### config.mk
export PLATFORM = sky130hd
export DESIGN_NAME = rdwa_selector
export DESIGN_NICKNAME = d
export VERILOG_FILES = /design/src/rtl/rdwa_pkg.sv /design/src/rtl/rdwa_rotl.sv /design/src/rtl/rdwa_local_shift.sv /design/src/rtl/rdwa_ptr_ctrl.sv /design/src/rtl/rdwa_selector.sv
export SDC_FILE = /design/constraint.sdc
export NUM_CORES = 1
export LEC_CHECK = 0
export BUFFER_PORTS_ARGS = -buffer_cell sky130_fd_sc_hd__buf_2
export CAP_MARGIN = 20
export CORE_ASPECT_RATIO = 0.7
export CORE_MARGIN = 1
export CORE_UTILIZATION = 47
export CTS_CLUSTER_DIAMETER = 80
export CTS_CLUSTER_SIZE = 10
export DETAILED_ROUTE_END_ITERATION = 16
export SETUP_SLACK_MARGIN = 0.4
export SLEW_MARGIN = 20
export SYNTH_ARGS = -nofsm -noshare
export SYNTH_HDL_FRONTEND = slang
export SYNTH_SLANG_ARGS = --single-unit
### constraint.sdc
create_clock -name clk -period 6.4 [get_ports clk]
set_input_delay 0.32 -clock clk [delete_from_list [all_inputs] [get_ports clk]]
set_output_delay 0.32 -clock clk [all_outputs]
set_load 0.03 [all_outputs]
### src/rtl/rdwa_pkg.sv
// Package: shared constants for the randomized-origin element selector.
// Assumes the element count is a power of two so pointers wrap naturally.
package rdwa_pkg;
    localparam int DEF_ELEMS = 16;
endpackage

### src/rtl/rdwa_rotl.sv
// Module: logarithmic left rotator.
// Rotates din left (toward higher bit index) by amt positions, modulo WIDTH.
// Assumes WIDTH == 2**SHW.
module rdwa_rotl #(
    parameter int WIDTH = 16,
    parameter int SHW   = 4
) (
    input  logic [WIDTH-1:0] din,
    input  logic [SHW-1:0]   amt,
    output logic [WIDTH-1:0] dout
);
    logic [WIDTH-1:0] stg [0:SHW];

    assign stg[0] = din;

    // One stage per amount bit, each rotating by a power of two.
    for (genvar g = 0; g < SHW; g++) begin : g_stage
        localparam int D = 1 << g;
        assign stg[g+1] = amt[g] ? {stg[g][WIDTH-1-D:0], stg[g][WIDTH-1 -: D]}
                                 : stg[g];
    end

    assign dout = stg[SHW];
endmodule

### src/rtl/rdwa_local_shift.sv
// Module: local element shifter.
// Moves the lowest wrap_cnt positions of an origin-relative code up by sh2
// and leaves the other bits in place. Assumes the caller has bounded sh2 so
// that the moved bits cannot reach any other set bit or run off the top.
module rdwa_local_shift #(
    parameter int NUM_EL = 16,
    parameter int PTR_W  = 4,
    parameter int CNT_W  = 5
) (
    input  logic [NUM_EL-1:0] t1,
    input  logic [CNT_W-1:0]  wrap_cnt,
    input  logic [PTR_W-1:0]  sh2,
    output logic [NUM_EL-1:0] t2
);
    logic [NUM_EL-1:0] low_mask;

    // Mask of the wrapped region: relative positions below wrap_cnt.
    for (genvar i = 0; i < NUM_EL; i++) begin : g_mask
        assign low_mask[i] = (wrap_cnt > CNT_W'(i));
    end

    // Keep unwrapped bits; lift wrapped bits by the random step.
    always_comb begin
        t2 = (t1 & ~low_mask) | ((t1 & low_mask) << sh2);
    end
endmodule

### src/rtl/rdwa_ptr_ctrl.sv
// Module: pointer control for the randomized-origin selector.
// Holds the used-since-origin count and the absolute origin (the running
// sum of random steps). It detects completed turns and derives the bounded
// random step. Assumes k is already clamped to 0..NUM_EL.
module rdwa_ptr_ctrl #(
    parameter int NUM_EL = 16,
    parameter int PTR_W  = 4,
    parameter int CNT_W  = 5
) (
    input  logic             clk,
    input  logic             rst_n,
    input  logic [CNT_W-1:0] k,
    input  logic [PTR_W-1:0] rnd,
    input  logic             rand_off,
    output logic [PTR_W-1:0] used_q,
    output logic [PTR_W-1:0] orig_q,
    output logic [CNT_W-1:0] wrap_cnt,
    output logic [PTR_W-1:0] sh2,
    output logic             full
);
    localparam logic [CNT_W:0]   FULL_V = (CNT_W+1)'(NUM_EL);
    localparam logic [CNT_W-1:0] EL_V   = CNT_W'(NUM_EL);

    logic [CNT_W:0]   sum;
    logic [CNT_W-1:0] room;
    logic [CNT_W-1:0] rnd_ext;
    logic [CNT_W-1:0] lim;

    // Turn detection and the count of elements that wrap past the origin.
    always_comb begin
        sum      = (CNT_W+1)'(used_q) + (CNT_W+1)'(k);
        full     = (sum >= FULL_V);
        wrap_cnt = full ? CNT_W'(sum - FULL_V) : '0;
    end

    // Random step bounded by the room left free by this sample's run.
    always_comb begin
        room    = EL_V - k;
        rnd_ext = CNT_W'(rnd);
        lim     = (rnd_ext > room) ? room : rnd_ext;
        sh2     = (full && !rand_off) ? PTR_W'(lim) : '0;
    end

    // Pointer state update, once per sample.
    always_ff @(posedge clk) begin
        if (!rst_n) begin
            used_q <= '0;
            orig_q <= '0;
        end else if (full) begin
            used_q <= PTR_W'(wrap_cnt);
            orig_q <= orig_q + sh2;
        end else begin
            used_q <= PTR_W'(sum);
        end
    end

    // the origin moves only on a completed turn.
    p_orig_hold_r5: assert property (@(posedge clk) disable iff (!rst_n)
        ($past(rst_n) && !$past(full)) |-> (orig_q == $past(orig_q)));

    // a zero level leaves both pointers unchanged.
    p_zero_hold_r4: assert property (@(posedge clk) disable iff (!rst_n)
        ($past(rst_n) && $past(k) == '0) |-> ($stable(used_q) && $stable(orig_q)));

    // with randomization off the origin never moves.
    p_plain_r6: assert property (@(posedge clk) disable iff (!rst_n)
        ($past(rst_n) && $past(rand_off)) |-> $stable(orig_q));
endmodule

### src/rtl/rdwa_selector.sv
// Module: randomized-origin rotating element selector (top).
// Builds a thermometer code from the clamped level, rotates it to the start
// pointer relative to the origin, shifts wrapped elements by the random step,
// rotates by the absolute origin and registers the enable vector.
// Assumes one sample per clock and a power-of-two element count.
module rdwa_selector #(
    parameter  int NUM_EL = rdwa_pkg::DEF_ELEMS,
    localparam int PTR_W  = $clog2(NUM_EL),
    localparam int CNT_W  = PTR_W + 1
) (
    input  logic              clk,
    input  logic              rst_n,
    input  logic [CNT_W-1:0]  lvl_in,
    input  logic [PTR_W-1:0]  rnd_in,
    input  logic              rand_off,
    output logic [NUM_EL-1:0] sel_out
);
    localparam logic [CNT_W-1:0] EL_V = CNT_W'(NUM_EL);

    logic [CNT_W-1:0]  k;
    logic [NUM_EL-1:0] therm;
    logic [NUM_EL-1:0] t1;
    logic [NUM_EL-1:0] t2;
    logic [NUM_EL-1:0] t3;
    logic [PTR_W-1:0]  used_q;
    logic [PTR_W-1:0]  orig_q;
    logic [CNT_W-1:0]  wrap_cnt;
    logic [PTR_W-1:0]  sh2;
    logic              full;
    logic [NUM_EL-1:0] sel_q;

    // Clamp over-range levels to full scale.
    always_comb begin
        k = (lvl_in > EL_V) ? EL_V : lvl_in;
    end

    // Thermometer code of the clamped level.
    for (genvar i = 0; i < NUM_EL; i++) begin : g_therm
        assign therm[i] = (k > CNT_W'(i));
    end

    rdwa_ptr_ctrl #(.NUM_EL(NUM_EL), .PTR_W(PTR_W), .CNT_W(CNT_W)) u_ctrl (
        .clk      (clk),
        .rst_n    (rst_n),
        .k        (k),
        .rnd      (rnd_in),
        .rand_off (rand_off),
        .used_q   (used_q),
        .orig_q   (orig_q),
        .wrap_cnt (wrap_cnt),
        .sh2      (sh2),
        .full     (full)
    );

    rdwa_rotl #(.WIDTH(NUM_EL), .SHW(PTR_W)) u_rot_rel (
        .din  (therm),
        .amt  (used_q),
        .dout (t1)
    );

    rdwa_local_shift #(.NUM_EL(NUM_EL), .PTR_W(PTR_W), .CNT_W(CNT_W)) u_lshift (
        .t1       (t1),
        .wrap_cnt (wrap_cnt),
        .sh2      (sh2),
        .t2       (t2)
    );

    rdwa_rotl #(.WIDTH(NUM_EL), .SHW(PTR_W)) u_rot_abs (
        .din  (t2),
        .amt  (orig_q),
        .dout (t3)
    );

    // Output register, one update per sample.
    always_ff @(posedge clk) begin
        if (!rst_n) sel_q <= '0;
        else        sel_q <= t3;
    end

    assign sel_out = sel_q;

    // number of enabled elements equals the clamped level.
    p_count_match_r2: assert property (@(posedge clk) disable iff (!rst_n)
        $past(rst_n) |-> ($countones(sel_q) == int'($past(k))));

    // full scale enables every element.
    p_all_on_r7: assert property (@(posedge clk) disable iff (!rst_n)
        ($past(rst_n) && $past(lvl_in) >= EL_V) |-> (&sel_q));

    // a zero level enables nothing.
    p_zero_out_r4: assert property (@(posedge clk) disable iff (!rst_n)
        ($past(rst_n) && $past(lvl_in) == '0) |-> (sel_q == '0));
endmodule

==> metrics.txt <==
die height=88.83 um; Min Hold Slack=between 400 and 500 ps; first-pass GRT wire length=roughly 30 mm; sequential share of power=14.7%; register area share after synthesis=9.491%; Critical Path Start Type=input pin; Yosys top cell area share=under 10%; fin cells=roughly 860; vias in the first global route=5231; unrepaired setup endpoints after global routing=false; I/O Pins=28; largest net degree at the start of global routing=45; Routability Congestion=approximately 1.1; met3 wire len=3.049 mm; clk_skew=4.100 ps; Final Hold Viols=0; nets=759; syn_nets=758; switching pwr=755.8 uW; status=complete, no violations; Crit-path slowest cell=a211oi_1; Net Sw Frac=53.73%; syn_area_per_cell=6.954 um2; Clock transition at path regs=70 ps; layout cells sized above 1=between 10% and 20%; Setup WS pre-CTS=592.1 ps; Core ar.=0.01040 mm2; WP data arrival=5870 ps; Vias/cell=7.336; Slew headroom=23.59%; crit-path cells=buf_2, nand2_1, inv_1, ha_1, fa_1, a21o_1, a211oi_1, or3_1, a21o_1, inv_4, nand2_1, nor3_1, o41ai_1, o221ai_1, mux2i_1, nor3_1, a311o_1, o221a_2; TritonCTS clock tree=yes; Power Density=261.8 mW/mm2; Slew Limit Fails=0; Period minus WS final=5707 ps; critical path endpoint category=register; # rows=31; fin area=about 0.0054 mm2; Leakage Power=2.035 nW; GRT Total Usage=35.10%; number of port buffers=27; starting density of the core=about half; met2 WL=6.975 mm; Crit path required time=6560 ps; post-synth design cell area=0.005062 mm2; Final WS setup=692.5 ps; area grow syn2layout=6.129%; Worst Path Max Fanout=19; Max Used Layer=met5; Worst-Margin Slew=1117 ps; Cell Area, Placed=0.005265 mm2; root buffer cell=clkbuf_16; global route overflow=0; DIE WIDTH=approximately 130 um; initial antenna violation count=1; largest area contributor in the netlist=dfxtp_1; DRC errors left=0; CTS-repair resized insts=0; hold-fix buffers at CTS=0; Die ar.=0.01120 mm2; Metal-1 WL=9.410 mm; antenna viol nets, final=0; most frequent cells in the layout=nand2_1, nor2_1, a21oi_1; Final Setup Violations=0; Post-synth ARST share=0%; synth top area cells=dfxtp_1, nand2_1, nor2_1, a21oi_1, ha_1; DRT iter0 DRCs=1041; peak supply drop=around 170 uV; HP Class=input pin to register; cells after synthesis=728; f_max=0.1752 GHz; post-synth cell types=86; DR WL/cell=23.06 um; most used flip-flop cell after synthesis=dfxtp_1; Tcrit/Tclk final=89.18%; max-cap violations=0; placed insts=856; 1st-pass router iterations=6; Clock Latency Late Sink=270 ps; Seq cells post-synth=24; Sink Count=24; setup bufs post-CTS=0; setup TNS=0 ps; CP Class=input pin to register; cell internal pwr=650.8 uW; commonest non-fill, non-tap cell in the layout=nand2_1; htree depth=1; Max clock buf depth=2; TritonCTS buffer count=3; drt total wl=19.86 mm; clock share of power=13.4%; via count=6316; slowest stage delay, CP=630 ps; Combinational Power Share=between 70% and 80%; hpwl dp=15.50 mm; Yosys warning count=0; number of synthesized flops with an enable pin=0
-- cells in the mapped netlist, drive strengths merged, types with 5 or more instances --
| cell type | instances |
|---|---|
| a211o | 5 |
| a211oi | 20 |
| a21o | 10 |
| a21oi | 40 |
| a221oi | 9 |
| a22o | 5 |
| a22oi | 13 |
| a31oi | 14 |
| a32o | 6 |
| and2 | 20 |
| buf | 30 |
| clkbuf | 22 |
| dfxtp | 24 |
| ha | 16 |
| inv | 26 |
| mux2 | 12 |
| mux2i | 17 |
| mux4 | 5 |
| nand2 | 74 |
| nand2b | 8 |
| nand3 | 27 |
| nand3b | 8 |
| nand4 | 10 |
| nor2 | 62 |
| nor2b | 19 |
| nor3 | 24 |
| o2111ai | 8 |
| o211ai | 17 |
| o21ai | 42 |
| o221ai | 10 |
| o22ai | 16 |
| o2bb2ai | 8 |
| o32ai | 9 |
| or2 | 7 |
-- worst max-delay path, delay by kind of cell --
kind / cells / cell delay, ps
mux: 1 / 370
simple gates: 5 / 840
fa+ha+maj: 2 / 790
compound gates: 7 / 2970
buf+inv: 3 / 560
-- final cells by class --
class                      count  area [um2]
antenna                        1       2.502
timing repair buffer          48       292.8
tap                          132       165.2
sequential                    24       480.5
clock buffer                   3       75.07
inverter                      28       107.6
clock inverter                 1       30.03
fill                        1029        5022
multi-input combinational    624        4219
-- routing by layer --
| metal | vias up | track usage [%] |
|---|---|---|
| met4 | 2 | 6.462 |
| li1 | 2852 | - |
| met1 | 2931 | 54.76 |
| met5 | - | 3.782 |
| met2 | 475 | 42.69 |
| met3 | 56 | 13.42 |
-- state kept, by name (all words and copies together) (netlist names) --
| signal | count |
|---|---|
| u_ctrl.used_q | 4 |
| u_ctrl.orig_q | 4 |
| sel_out | 16 |
-- per-stage QoR --
| stage | total power [mW] | utilization (%) |
|---|---|---|
| 3_3_place_gp | 1.175 | 50.65 |
| 5_1_grt | 1.478 | 51.69 |
| 6_report | 1.407 | 51.69 |
| 2_1_floorplan | 0.8990 | - |
| 3_5_place_dp | 1.165 | 50.65 |
| 4_1_cts | 1.359 | 51.66 |
-- kinds of logic (layout without fill, tap and decap cells) --
family	count (synthesis)	in the layout	synth area share, %
AOI/OAI and AO/OA	281	281	40.73
xor gates and xnor gates	7	7	1.211
adders and majority gates	19	19	4.943
buffers and inverters	80	80	7.168
DFF	24	24	9.491
muxes	34	34	8.329
other	0	1	0
and+or+nand+nor	283	283	28.13
-- path summary, 6_finish.rpt --
| kind | startpoint | to | slack [ps] | cells past startpoint |
|---|---|---|---|---|
| setup / recovery | lvl_in[0] | sel_out[10]$_SDFF_PN0_ | 690 | 18 |
| hold / removal | rst_n | u_ctrl.orig_q[2]$_SDFFE_PN0N_ | 450 | 2 |
| setup reg to reg | u_ctrl.used_q[0]$_SDFF_PN0_ | sel_out[10]$_SDFF_PN0_ | 720 | 16 |
| hold reg to reg | u_ctrl.orig_q[3]$_SDFFE_PN0N_ | sel_out[12]$_SDFF_PN0_ | 740 | 2 |
-- power groups by stage --
| stage | Clock [mW] | Sequential [mW] | Combinational, mW |
|---|---|---|---|
| 4_1_cts | 0.190 | 0.206 | 0.963 |
| 5_1_grt | 0.197 | 0.212 | 1.07 |
| 3_5_place_dp | 0 | 0.208 | 0.957 |
| 2_1_floorplan | 0 | 0.270 | 0.629 |
| 6_report | 0.188 | 0.207 | 1.01 |
| 3_3_place_gp | 0 | 0.209 | 0.967 |
(Power assumes the default switching activity.)
